[src/rtl/i2c_hcs_pkg.sv]
package i2c_hcs_pkg;
  localparam int CTL_W     = 4;
  localparam int CTL_FLUSH = 3;
  localparam int CTL_ACK   = 2;
  localparam int CMD_W     = 2;

  typedef enum logic [1:0] {
    HS_IDLE  = 2'd0,
    HS_OWNER = 2'd1,
    HS_WAIT  = 2'd2,
    HS_BUSY  = 2'd3
  } hstate_t;

  typedef enum logic [2:0] {
    OP_START  = 3'd0,
    OP_RSTART = 3'd1,
    OP_READ   = 3'd2,
    OP_WRITE  = 3'd3,
    OP_STOP   = 3'd4
  } op_t;

  localparam logic [CMD_W-1:0] CMD_NONE   = 2'd0;
  localparam logic [CMD_W-1:0] CMD_RSTART = 2'd1;
  localparam logic [CMD_W-1:0] CMD_XFER   = 2'd2;
  localparam logic [CMD_W-1:0] CMD_STOP   = 2'd3;
endpackage

[src/rtl/i2c_hcs_ctrl_reg.sv]
module i2c_hcs_ctrl_reg
  import i2c_hcs_pkg::*;
(
  input  logic             clk,
  input  logic             rst_n,
  input  logic             ctl_wr,
  input  logic [CTL_W-1:0] ctl_wdata,
  output logic [CTL_W-1:0] ctl_rdata,
  output logic             flush,
  output logic             cmd_vld,
  output logic [CMD_W-1:0] cmd,
  output logic             ack_now,
  output logic             ack_reg
);
  always_ff @(posedge clk or negedge rst_n) begin
    if (!rst_n)      ack_reg <= 1'b0;
    else if (ctl_wr) ack_reg <= ctl_wdata[CTL_ACK];
  end

  // Strobes live for the write cycle only; command/flush never stored.
  assign flush   = ctl_wr && ctl_wdata[CTL_FLUSH];
  assign cmd     = ctl_wdata[CMD_W-1:0];
  assign cmd_vld = ctl_wr && (cmd != CMD_NONE);
  assign ack_now = ctl_wr ? ctl_wdata[CTL_ACK] : ack_reg;

  always_comb begin
    ctl_rdata          = '0;
    ctl_rdata[CTL_ACK] = ack_reg;
  end
endmodule

[src/rtl/i2c_hcs_latch.sv]
module i2c_hcs_latch #(
  parameter int DW = 8
) (
  input  logic          clk,
  input  logic          rst_n,
  input  logic          flush,
  input  logic          wr,
  input  logic [DW-1:0] wdata,
  input  logic          consume,
  output logic [DW-1:0] value,
  output logic          pend
);
  always_ff @(posedge clk or negedge rst_n) begin
    if (!rst_n) begin
      value <= '0;
      pend  <= 1'b0;
    end else if (flush) begin
      pend  <= 1'b0;
    end else if (wr) begin
      value <= wdata;
      pend  <= 1'b1;
    end else if (consume) begin
      pend  <= 1'b0;
    end
  end
endmodule

[src/rtl/i2c_hcs_fsm.sv]
module i2c_hcs_fsm
  import i2c_hcs_pkg::*;
#(
  parameter int DW = 8
) (
  input  logic             clk,
  input  logic             rst_n,
  input  logic             flush,
  input  logic             cmd_vld,
  input  logic [CMD_W-1:0] cmd,
  input  logic             ack_now,
  input  logic             smart_en,
  input  logic             data_rd,
  input  logic             bus_free,
  input  logic [DW-1:0]    addr,
  input  logic             addr_pend,
  input  logic [DW-1:0]    data,
  input  logic             data_pend,
  output logic             consume_addr,
  output logic             consume_data,
  output logic             req_valid,
  input  logic             req_ready,
  output op_t              req_op,
  output logic             req_ack_en,
  output logic             req_ack_val,
  output logic [DW-1:0]    req_byte,
  input  logic             eng_done,
  output hstate_t          state,
  output logic             cmd_err
);
  hstate_t ret_q, ret_d;
  logic    issue, goto_wait;
  op_t     op_d;
  logic    ack_en_d;
  logic [DW-1:0] byte_d;
  logic    dir;

  assign dir = addr[0];

  always_comb begin
    issue        = 1'b0;
    goto_wait    = 1'b0;
    op_d         = OP_START;
    ack_en_d     = 1'b0;
    byte_d       = addr;
    ret_d        = HS_OWNER;
    consume_addr = 1'b0;
    consume_data = 1'b0;
    unique case (state)
      HS_IDLE: begin
        if (addr_pend && bus_free) begin
          issue        = 1'b1;
          consume_addr = 1'b1;
          ret_d        = dir ? HS_OWNER : HS_WAIT;
        end
      end
      HS_OWNER, HS_WAIT: begin
        if (cmd_vld) begin
          unique case (cmd)
            CMD_RSTART: begin
              issue    = 1'b1;
              op_d     = OP_RSTART;
              ack_en_d = dir;
              ret_d    = dir ? HS_OWNER : HS_WAIT;
            end
            CMD_STOP: begin
              issue    = 1'b1;
              op_d     = OP_STOP;
              ack_en_d = dir;
              ret_d    = HS_IDLE;
            end
            default: begin
              if (dir) begin
                issue    = 1'b1;
                op_d     = OP_READ;
                ack_en_d = 1'b1;
              end else begin
                goto_wait = 1'b1;
              end
            end
          endcase
        end else if (state == HS_OWNER && smart_en && dir && data_rd) begin
          issue    = 1'b1;
          op_d     = OP_READ;
          ack_en_d = 1'b1;
        end else if (state == HS_WAIT && data_pend) begin
          issue        = 1'b1;
          op_d         = OP_WRITE;
          byte_d       = data;
          consume_data = 1'b1;
        end
      end
      default: ;
    endcase
  end

  always_ff @(posedge clk or negedge rst_n) begin
    if (!rst_n) begin
      state       <= HS_IDLE;
      ret_q       <= HS_IDLE;
      req_valid   <= 1'b0;
      req_op      <= OP_START;
      req_ack_en  <= 1'b0;
      req_ack_val <= 1'b0;
      req_byte    <= '0;
      cmd_err     <= 1'b0;
    end else if (flush) begin
      state     <= HS_IDLE;
      req_valid <= 1'b0;
      cmd_err   <= 1'b0;
    end else begin
      if (cmd_vld && state == HS_BUSY) cmd_err <= 1'b1;
      if (issue) begin
        state       <= HS_BUSY;
        ret_q       <= ret_d;
        req_valid   <= 1'b1;
        req_op      <= op_d;
        req_ack_en  <= ack_en_d;
        req_ack_val <= ack_now;
        req_byte    <= byte_d;
      end else if (goto_wait) begin
        state <= HS_WAIT;
      end else if (state == HS_BUSY) begin
        if (req_valid) begin
          if (req_ready) req_valid <= 1'b0;
        end else if (eng_done) begin
          state <= ret_q;
        end
      end
    end
  end

  p_hold_r11: assert property (@(posedge clk) disable iff (!rst_n)
    (req_valid && !req_ready && !flush) |=> (req_valid && $stable(req_op) && $stable(req_byte)));
  p_busy_r11: assert property (@(posedge clk) disable iff (!rst_n)
    req_valid |-> (state == HS_BUSY));
  p_sticky_r12: assert property (@(posedge clk) disable iff (!rst_n)
    (cmd_err && !flush) |=> cmd_err);
  p_flush_r13: assert property (@(posedge clk) disable iff (!rst_n)
    flush |=> (state == HS_IDLE && !req_valid && !cmd_err));
  p_write_noack_r7: assert property (@(posedge clk) disable iff (!rst_n)
    (req_valid && req_op == OP_WRITE) |-> !req_ack_en);
  p_read_ack_r6: assert property (@(posedge clk) disable iff (!rst_n)
    (req_valid && req_op == OP_READ) |-> req_ack_en);
endmodule

[src/rtl/i2c_host_cmd_seq.sv]
module i2c_host_cmd_seq
  import i2c_hcs_pkg::*;
#(
  parameter int DW = 8
) (
  input  logic          clk,
  input  logic          rst_n,
  input  logic          smart_en,
  input  logic          ctl_wr,
  input  logic [3:0]    ctl_wdata,
  output logic [3:0]    ctl_rdata,
  input  logic          addr_wr,
  input  logic [DW-1:0] addr_wdata,
  input  logic          data_wr,
  input  logic [DW-1:0] data_wdata,
  input  logic          data_rd,
  input  logic          bus_free,
  output logic          req_valid,
  input  logic          req_ready,
  output logic [2:0]    req_op,
  output logic          req_ack_en,
  output logic          req_ack_val,
  output logic [DW-1:0] req_byte,
  input  logic          eng_done,
  output logic [1:0]    host_state,
  output logic          dir_read,
  output logic          cmd_err
);
  logic             flush, cmd_vld, ack_now, ack_reg;
  logic [CMD_W-1:0] cmd;
  logic [DW-1:0]    addr_q, data_q;
  logic             addr_pend, data_pend, consume_addr, consume_data;
  op_t              op_q;
  hstate_t          st_q;

  i2c_hcs_ctrl_reg u_ctl (
    .clk(clk), .rst_n(rst_n), .ctl_wr(ctl_wr), .ctl_wdata(ctl_wdata),
    .ctl_rdata(ctl_rdata), .flush(flush), .cmd_vld(cmd_vld), .cmd(cmd),
    .ack_now(ack_now), .ack_reg(ack_reg)
  );

  i2c_hcs_latch #(.DW(DW)) u_addr (
    .clk(clk), .rst_n(rst_n), .flush(flush), .wr(addr_wr),
    .wdata(addr_wdata), .consume(consume_addr), .value(addr_q), .pend(addr_pend)
  );

  i2c_hcs_latch #(.DW(DW)) u_data (
    .clk(clk), .rst_n(rst_n), .flush(flush), .wr(data_wr),
    .wdata(data_wdata), .consume(consume_data), .value(data_q), .pend(data_pend)
  );

  i2c_hcs_fsm #(.DW(DW)) u_fsm (
    .clk(clk), .rst_n(rst_n), .flush(flush), .cmd_vld(cmd_vld), .cmd(cmd),
    .ack_now(ack_now), .smart_en(smart_en), .data_rd(data_rd),
    .bus_free(bus_free), .addr(addr_q), .addr_pend(addr_pend),
    .data(data_q), .data_pend(data_pend), .consume_addr(consume_addr),
    .consume_data(consume_data), .req_valid(req_valid), .req_ready(req_ready),
    .req_op(op_q), .req_ack_en(req_ack_en), .req_ack_val(req_ack_val),
    .req_byte(req_byte), .eng_done(eng_done), .state(st_q), .cmd_err(cmd_err)
  );

  assign req_op     = op_q;
  assign host_state = st_q;
  assign dir_read   = addr_q[0];

  p_rd_fixed_r1: assert property (@(posedge clk) disable iff (!rst_n)
    ctl_wr |=> (ctl_rdata[2] == $past(ctl_wdata[2])));
  p_noop_r10: assert property (@(posedge clk) disable iff (!rst_n)
    (ctl_wr && ctl_wdata == 4'b0000 && host_state == 2'd1 && !data_rd && !data_wr)
      |=> (host_state == 2'd1 && !req_valid));
endmodule

[config.mk]
export PLATFORM = sky130hd
export DESIGN_NAME = i2c_host_cmd_seq
export DESIGN_NICKNAME = d
export VERILOG_FILES = /design/src/rtl/i2c_hcs_pkg.sv /design/src/rtl/i2c_hcs_ctrl_reg.sv /design/src/rtl/i2c_hcs_latch.sv /design/src/rtl/i2c_hcs_fsm.sv /design/src/rtl/i2c_host_cmd_seq.sv
export SDC_FILE = /design/constraint.sdc
export NUM_CORES = 1
export LEC_CHECK = 0
export BUFFER_PORTS_ARGS = -buffer_cell sky130_fd_sc_hd__buf_2
export CAP_MARGIN = 20
export CORE_ASPECT_RATIO = 1.25
export CORE_MARGIN = 1.5
export CORE_UTILIZATION = 56
export DETAILED_ROUTE_END_ITERATION = 16
export PLACE_DENSITY = 0.92
export SLEW_MARGIN = 30
export SYNTH_ARGS = -nofsm -noshare
export SYNTH_HDL_FRONTEND = slang
export SYNTH_SLANG_ARGS = --single-unit
export TNS_END_PERCENT = 30
[constraint.sdc]
create_clock -name clk -period 3.1 [get_ports clk]
set_input_delay 0.155 -clock clk [delete_from_list [all_inputs] [get_ports clk]]
set_output_delay 0.155 -clock clk [all_outputs]
set_load 0.1 [all_outputs]
# Yosys cells after proc, flatten, opt, wreduce, memory -nomap -nowiden
# Index checks and enable logic that the tools add are counted.
dict set report word_totals {
  mem_bits_ro 0
  memories 0
  latch_bits 0
  word_cells 99
  ff_bits 38
  ram_bits 0
}
dict set report op_classes {
  reduce_logical 23
  eq_ne 7
  multipliers 0
  n_bitwise 1
  div_mod_pow 0
  addsub 0
  n_lt_le_gt_ge 0
  n_shift 0
  n_mux 55
}
# op n
set ops {}
lappend ops {{2-to-1 mux 1 bit} 33}
lappend ops {{2-to-1 mux 8 bit} 4}
lappend ops {{2-to-1 mux 2 bit} 11}
lappend ops {{2-to-1 mux 3 bit} 3}
lappend ops {{nonzero test 3 bit} 3}
lappend ops {{logical AND 1 bit} 8}
lappend ops {{case mux 2 bit (2 select lines)} 2}
lappend ops {{AND reduction 2 bit} 4}
lappend ops {{nonzero test 4 bit} 2}
lappend ops {{== test 2 bit, second input constant} 3}
lappend ops {{case mux 3 bit (2 select lines)} 1}
lappend ops {{== test 2 x 1 -> 1 bit, second input constant} 2}
lappend ops {{!= test 4 bit, second input constant} 1}
lappend ops {{nonzero test 2 bit} 2}
lappend ops {{OR reduction 2 bit} 2}
lappend ops {{!= test 3 x 2 -> 1 bit, second input constant} 1}
lappend ops {{AND reduction 3 bit} 1}
lappend ops {{zero test 2 bit} 1}
lappend ops {{case mux 1 bit (2 select lines)} 1}
lappend ops {{inverter 1 bit} 1}

# Longest topological paths before layout
dict set report depth {
  ltp_word 10
  mapped_depth 7
}

# Modules after synthesis
# From an unflattened synthesis, not the netlist that was laid out.
dict set report hier_totals {
  hier_cells 146
  hier_area_um2 1969.4
}
# module instances cells_each area_each_um2 seq_area_each_um2
set by_module_without_submodules {}
lappend by_module_without_submodules {i2c_hcs_fsm 1 91 1094.8 475.5}
lappend by_module_without_submodules {i2c_hcs_latch 2 22 385.4 225.2}
lappend by_module_without_submodules {i2c_hcs_ctrl_reg 1 11 103.8 25.0}

# Least setup slack after synthesis
# OpenSTA, ideal clock, no wires.
dict set report synth_timing {
  path_kind {reg-to-reg}
  start {reg u_fsm.state[0]}
  end {reg u_fsm.req_byte[1]}
  period_less_slack_ns 2.760
  setup_time_ns 0.126
  arrival_ns 2.634
  path_slack_ns 0.340
  path_stages_with_launch 8
  cell_sequence {dfrtp_1 > inv_1 > ha_1 > nand3_1 > or3b_1 > buf_6 > mux2_2 > mux2_4}
}
dict set report synth_via {
  elab_chain_len 8
  elab_cells_between_ends 17
  cone_classes {2 x eq/ne; 8 x mux; 7 x reduce/logical}
}
# item line
set synth_rtl {}
lappend synth_rtl {{start: declaration} i2c_hcs_fsm.sv:28} ;# output hstate_t state,
lappend synth_rtl {{start signal: assignment} i2c_hcs_fsm.sv:127} ;# state <= ret_q;
lappend synth_rtl {{== test 2 x 1 -> 1 bit} {i2c_hcs_fsm.sv:49, i2c_hcs_fsm.sv:82}}
lappend synth_rtl {{logical AND 1 bit (3 in a row)} i2c_hcs_fsm.sv:82} ;# end else if (state == HS_OWNER && smart_en && dir && data_rd) begin
lappend synth_rtl {{2-to-1 mux 1 bit} i2c_hcs_fsm.sv:82}
lappend synth_rtl {{2-to-1 mux 1 bit} i2c_hcs_fsm.sv:58} ;# if (cmd_vld) begin
lappend synth_rtl {{case mux 1 bit (2 select lines)} i2c_hcs_fsm.sv:49} ;# unique case (state)
lappend synth_rtl {{AND reduction 2 bit (no line)} n/a}
lappend synth_rtl {{end signal: assignment} i2c_hcs_fsm.sv:120} ;# req_byte <= byte_d;
lappend synth_rtl {{end: declaration} i2c_hcs_fsm.sv:26} ;# output logic [DW-1:0] req_byte,
# Parallel ways exist; a longest one is shown, timed or not.
# A chain may end at the register's enable or synchronous reset.

# Worst setup path after layout
dict set report layout_timing {
  start {reg u_fsm.state[1]}
  end {reg u_fsm.req_byte[5]}
}
# Same word-level chain as after synthesis.

==> metrics <==
PnR worst setup slack=0.782 ns; 1st-pass router iterations=4; final slew viol count=0; worst skew pair latency=0.30 ns; Main synth FF type=dfrtp_1; Slew HR=38.7%; Initial Util=58.7%; drt first-iter violations=76; PortBufs=48; slowest stage delay, CP=0.57 ns; crit-path max FO=9; async set-reset flop share out of synthesis=100%; core area=0.00322 mm^2; Clock Path Buffers=2; RSZ-0062 raised after global routing=no; adder-cell share of the synthesized area=2.65%; Fillers=258; I/O pin count=52; number of max-cap violations=0; Fin Setup TNS=0 ns; die area=0.00374 mm^2; total CTS buffers=5; CP required=3.28 ns; final clock period utilization by the worst path=74.8%; Worst EP arrival=2.50 ns; Via density=5.70; number of global-route vias before repair=1330; Sink Count=38; pre-CTS setup slack=0.786 ns; Ant. Diodes=0; GRT Total Usage=23.9%; status=completed; Critical Path Source=u_fsm.state[1]; Simple-Gate Fraction of Synth Area=7.41%; post-synthesis sequential area ratio=50.3%; top cells by count, synth=38 x dfrtp_1, 31 x mux2_2, 7 x inv_1, 6 x a21oi_1, 6 x mux2_4; Site Rows=23; post-CTS sizing=0; FF-to-FF Start=u_fsm.state[1]; share of cells above drive strength 1=50.8%; Compound-Gate Fraction of Synth Area=8.14%; global-route wire length before repair=6.08 mm; Critical Path Sink=u_fsm.req_byte[5]; Setup crit end kind=flop; dpl hpwl=2.79 mm; largest family of logic cells by synthesized area=multiplexers; Die Span Y=68.0 um; Min Clock Period, post-route=2.32 ns; Layout Skew=0.00616 ns; registers with the most flip-flops=u_addr.value: 8 flops, u_data.value: 8 flops, u_fsm.req_byte: 8 flops; reg2reg end=u_fsm.req_byte[5]; post-synthesis register bit count=38; flop2flop setup slack=0.78 ns; critical path's top delay family=simple AND/OR/NAND/NOR gates; crit path buf inv count=1; slowest cell on the critical path=or3b_1; post-synth top area share=50.3%; DR vias=1322; number of flops mapped to enable cells by yosys=0; Die W=55.0 um; Reg clk slew, reported paths=0.08 ns; # DRC=0; root buffer cell=clkbuf_8; mux contribution to synthesized area=25.3%; crit path launch type=flop; Cell Area, Synth=0.00189 mm^2; Highest Clock Rate=431 MHz; Synth cell types=33; setup violators final=0; initial antenna violation count=0; crit path kind=reg2reg; top-count cell post-synth=dfrtp_1; CTS HTree Levels=2; Syn Inst Count=146; Avg Inst Size Synth=12.9 um^2; final WL=3.79 mm; # nets final=228; Least-Margin Pin Slew=0.920 ns; xor/xnor share of the synthesized area=0%; CP cell instances=inv_1 > ha_1 > nand3_1 > or3b_1 > mux2_2 > mux2_4; largest area contributor in the netlist=dfrtp_1; pin count of the biggest net entering global routing=39; area grow syn2layout=16.7%; R2R cell count=6; DR WL/cell=16.3 um; Crit path depth=6; DRT antenna net count=0; Final Hold Viols=0; YS warnings=0; ranking of synthesized cells by area=dfrtp_1 50%, mux2_2 18%, mux2_4 4.8%, ha_1 2.6%, mux2i_1 2.1%; Util after Layout=68.4%; # Post-CTS Setup Buffers=0; Final Wtd Congestion=0.832; CTS Hold Buffers Added=1; GRT overflow=0; worst hold path type=in2reg; CTS tree=done
[cell type report]
type / instances / area, um^2 / area share [%]
clock buffer: 6 / 82.6 / 3.74
clock inverter: 2 / 12.5 / 0.567
inverter: 7 / 26.3 / 1.19
multi-input combinational: 93 / 835 / 37.8
sequential: 38 / 951 / 43.1
tap: 37 / 46.3 / 2.10
timing repair buffer: 49 / 253 / 11.5
[metrics by stage]
stage,cells,hold slack (ns),instance area [um^2]
floorplan,148,-0.141,1900
global placement,223,0.286,2100
detailed placement,223,0.298,2100
CTS,232,0.0750,2200
global route,232,0.0803,2210
finish,232,0.0749,2210
[tightest hold or removal path: stages]
cell     delay [ns]
buf_2          0.08
nand2_1        0.04
o21ai_0        0.07
[layer usage]
metal / global-route usage (%) / wire (um) / part of all wire, %
met1: 28.2 / 1420 / 38
met2: 38.4 / 2000 / 53
met3: 6.99 / 237 / 6.3
met4: 13.1 / 122 / 3.2
met5: 0 / 0 / 0
[kinds of logic (layout without fill, tap and decap cells)]
group | after synthesis | after routing
AOI/OAI and AO/OA | 21 | 21
adders and majority gates | 4 | 4
buffers and inverters | 17 | 64
DFF | 38 | 38
muxes | 41 | 41
other | 1 | 3
and+or+nand+nor | 24 | 24
[how the worst min path moves through the flow]
stage,slack (ns),to,from,cells past startpoint
2_1_floorplan,-0.14,u_addr.pend,rst_n,0
3_3_place_gp,0.29,u_fsm.req_byte[7],rst_n,1
3_5_place_dp,0.30,u_data.value[7],rst_n,1
4_1_cts,0.07,u_addr.value[0],addr_wdata[0],3
5_1_grt,0.08,u_data.value[6],data_wdata[6],2
6_report,0.07,u_addr.value[0],addr_wdata[0],3
[placed cells by master, fill, tap and decap left out, types with 2 or more instances in the layout]
master    synthesis  final
mux2_4            6      6
nand3_1           4      4
mux2i_1           4      4
clkbuf_8          0      6
dfrtp_1          38     38
mux2_2           31     31
ha_1              4      4
o21ai_0           5      5
and2_1            2      2
nor2_1            4      4
inv_1             7      7
a21oi_1           6      6
nand2_1           5      5
nand4_1           2      2
conb_1            1      3
o211ai_1          2      2
o21a_1            2      2
buf_2             0     47
Power is left out: the tool's default activity adds up to more than one toggle a clock period on the data nets, which glitch-free logic cannot reach.
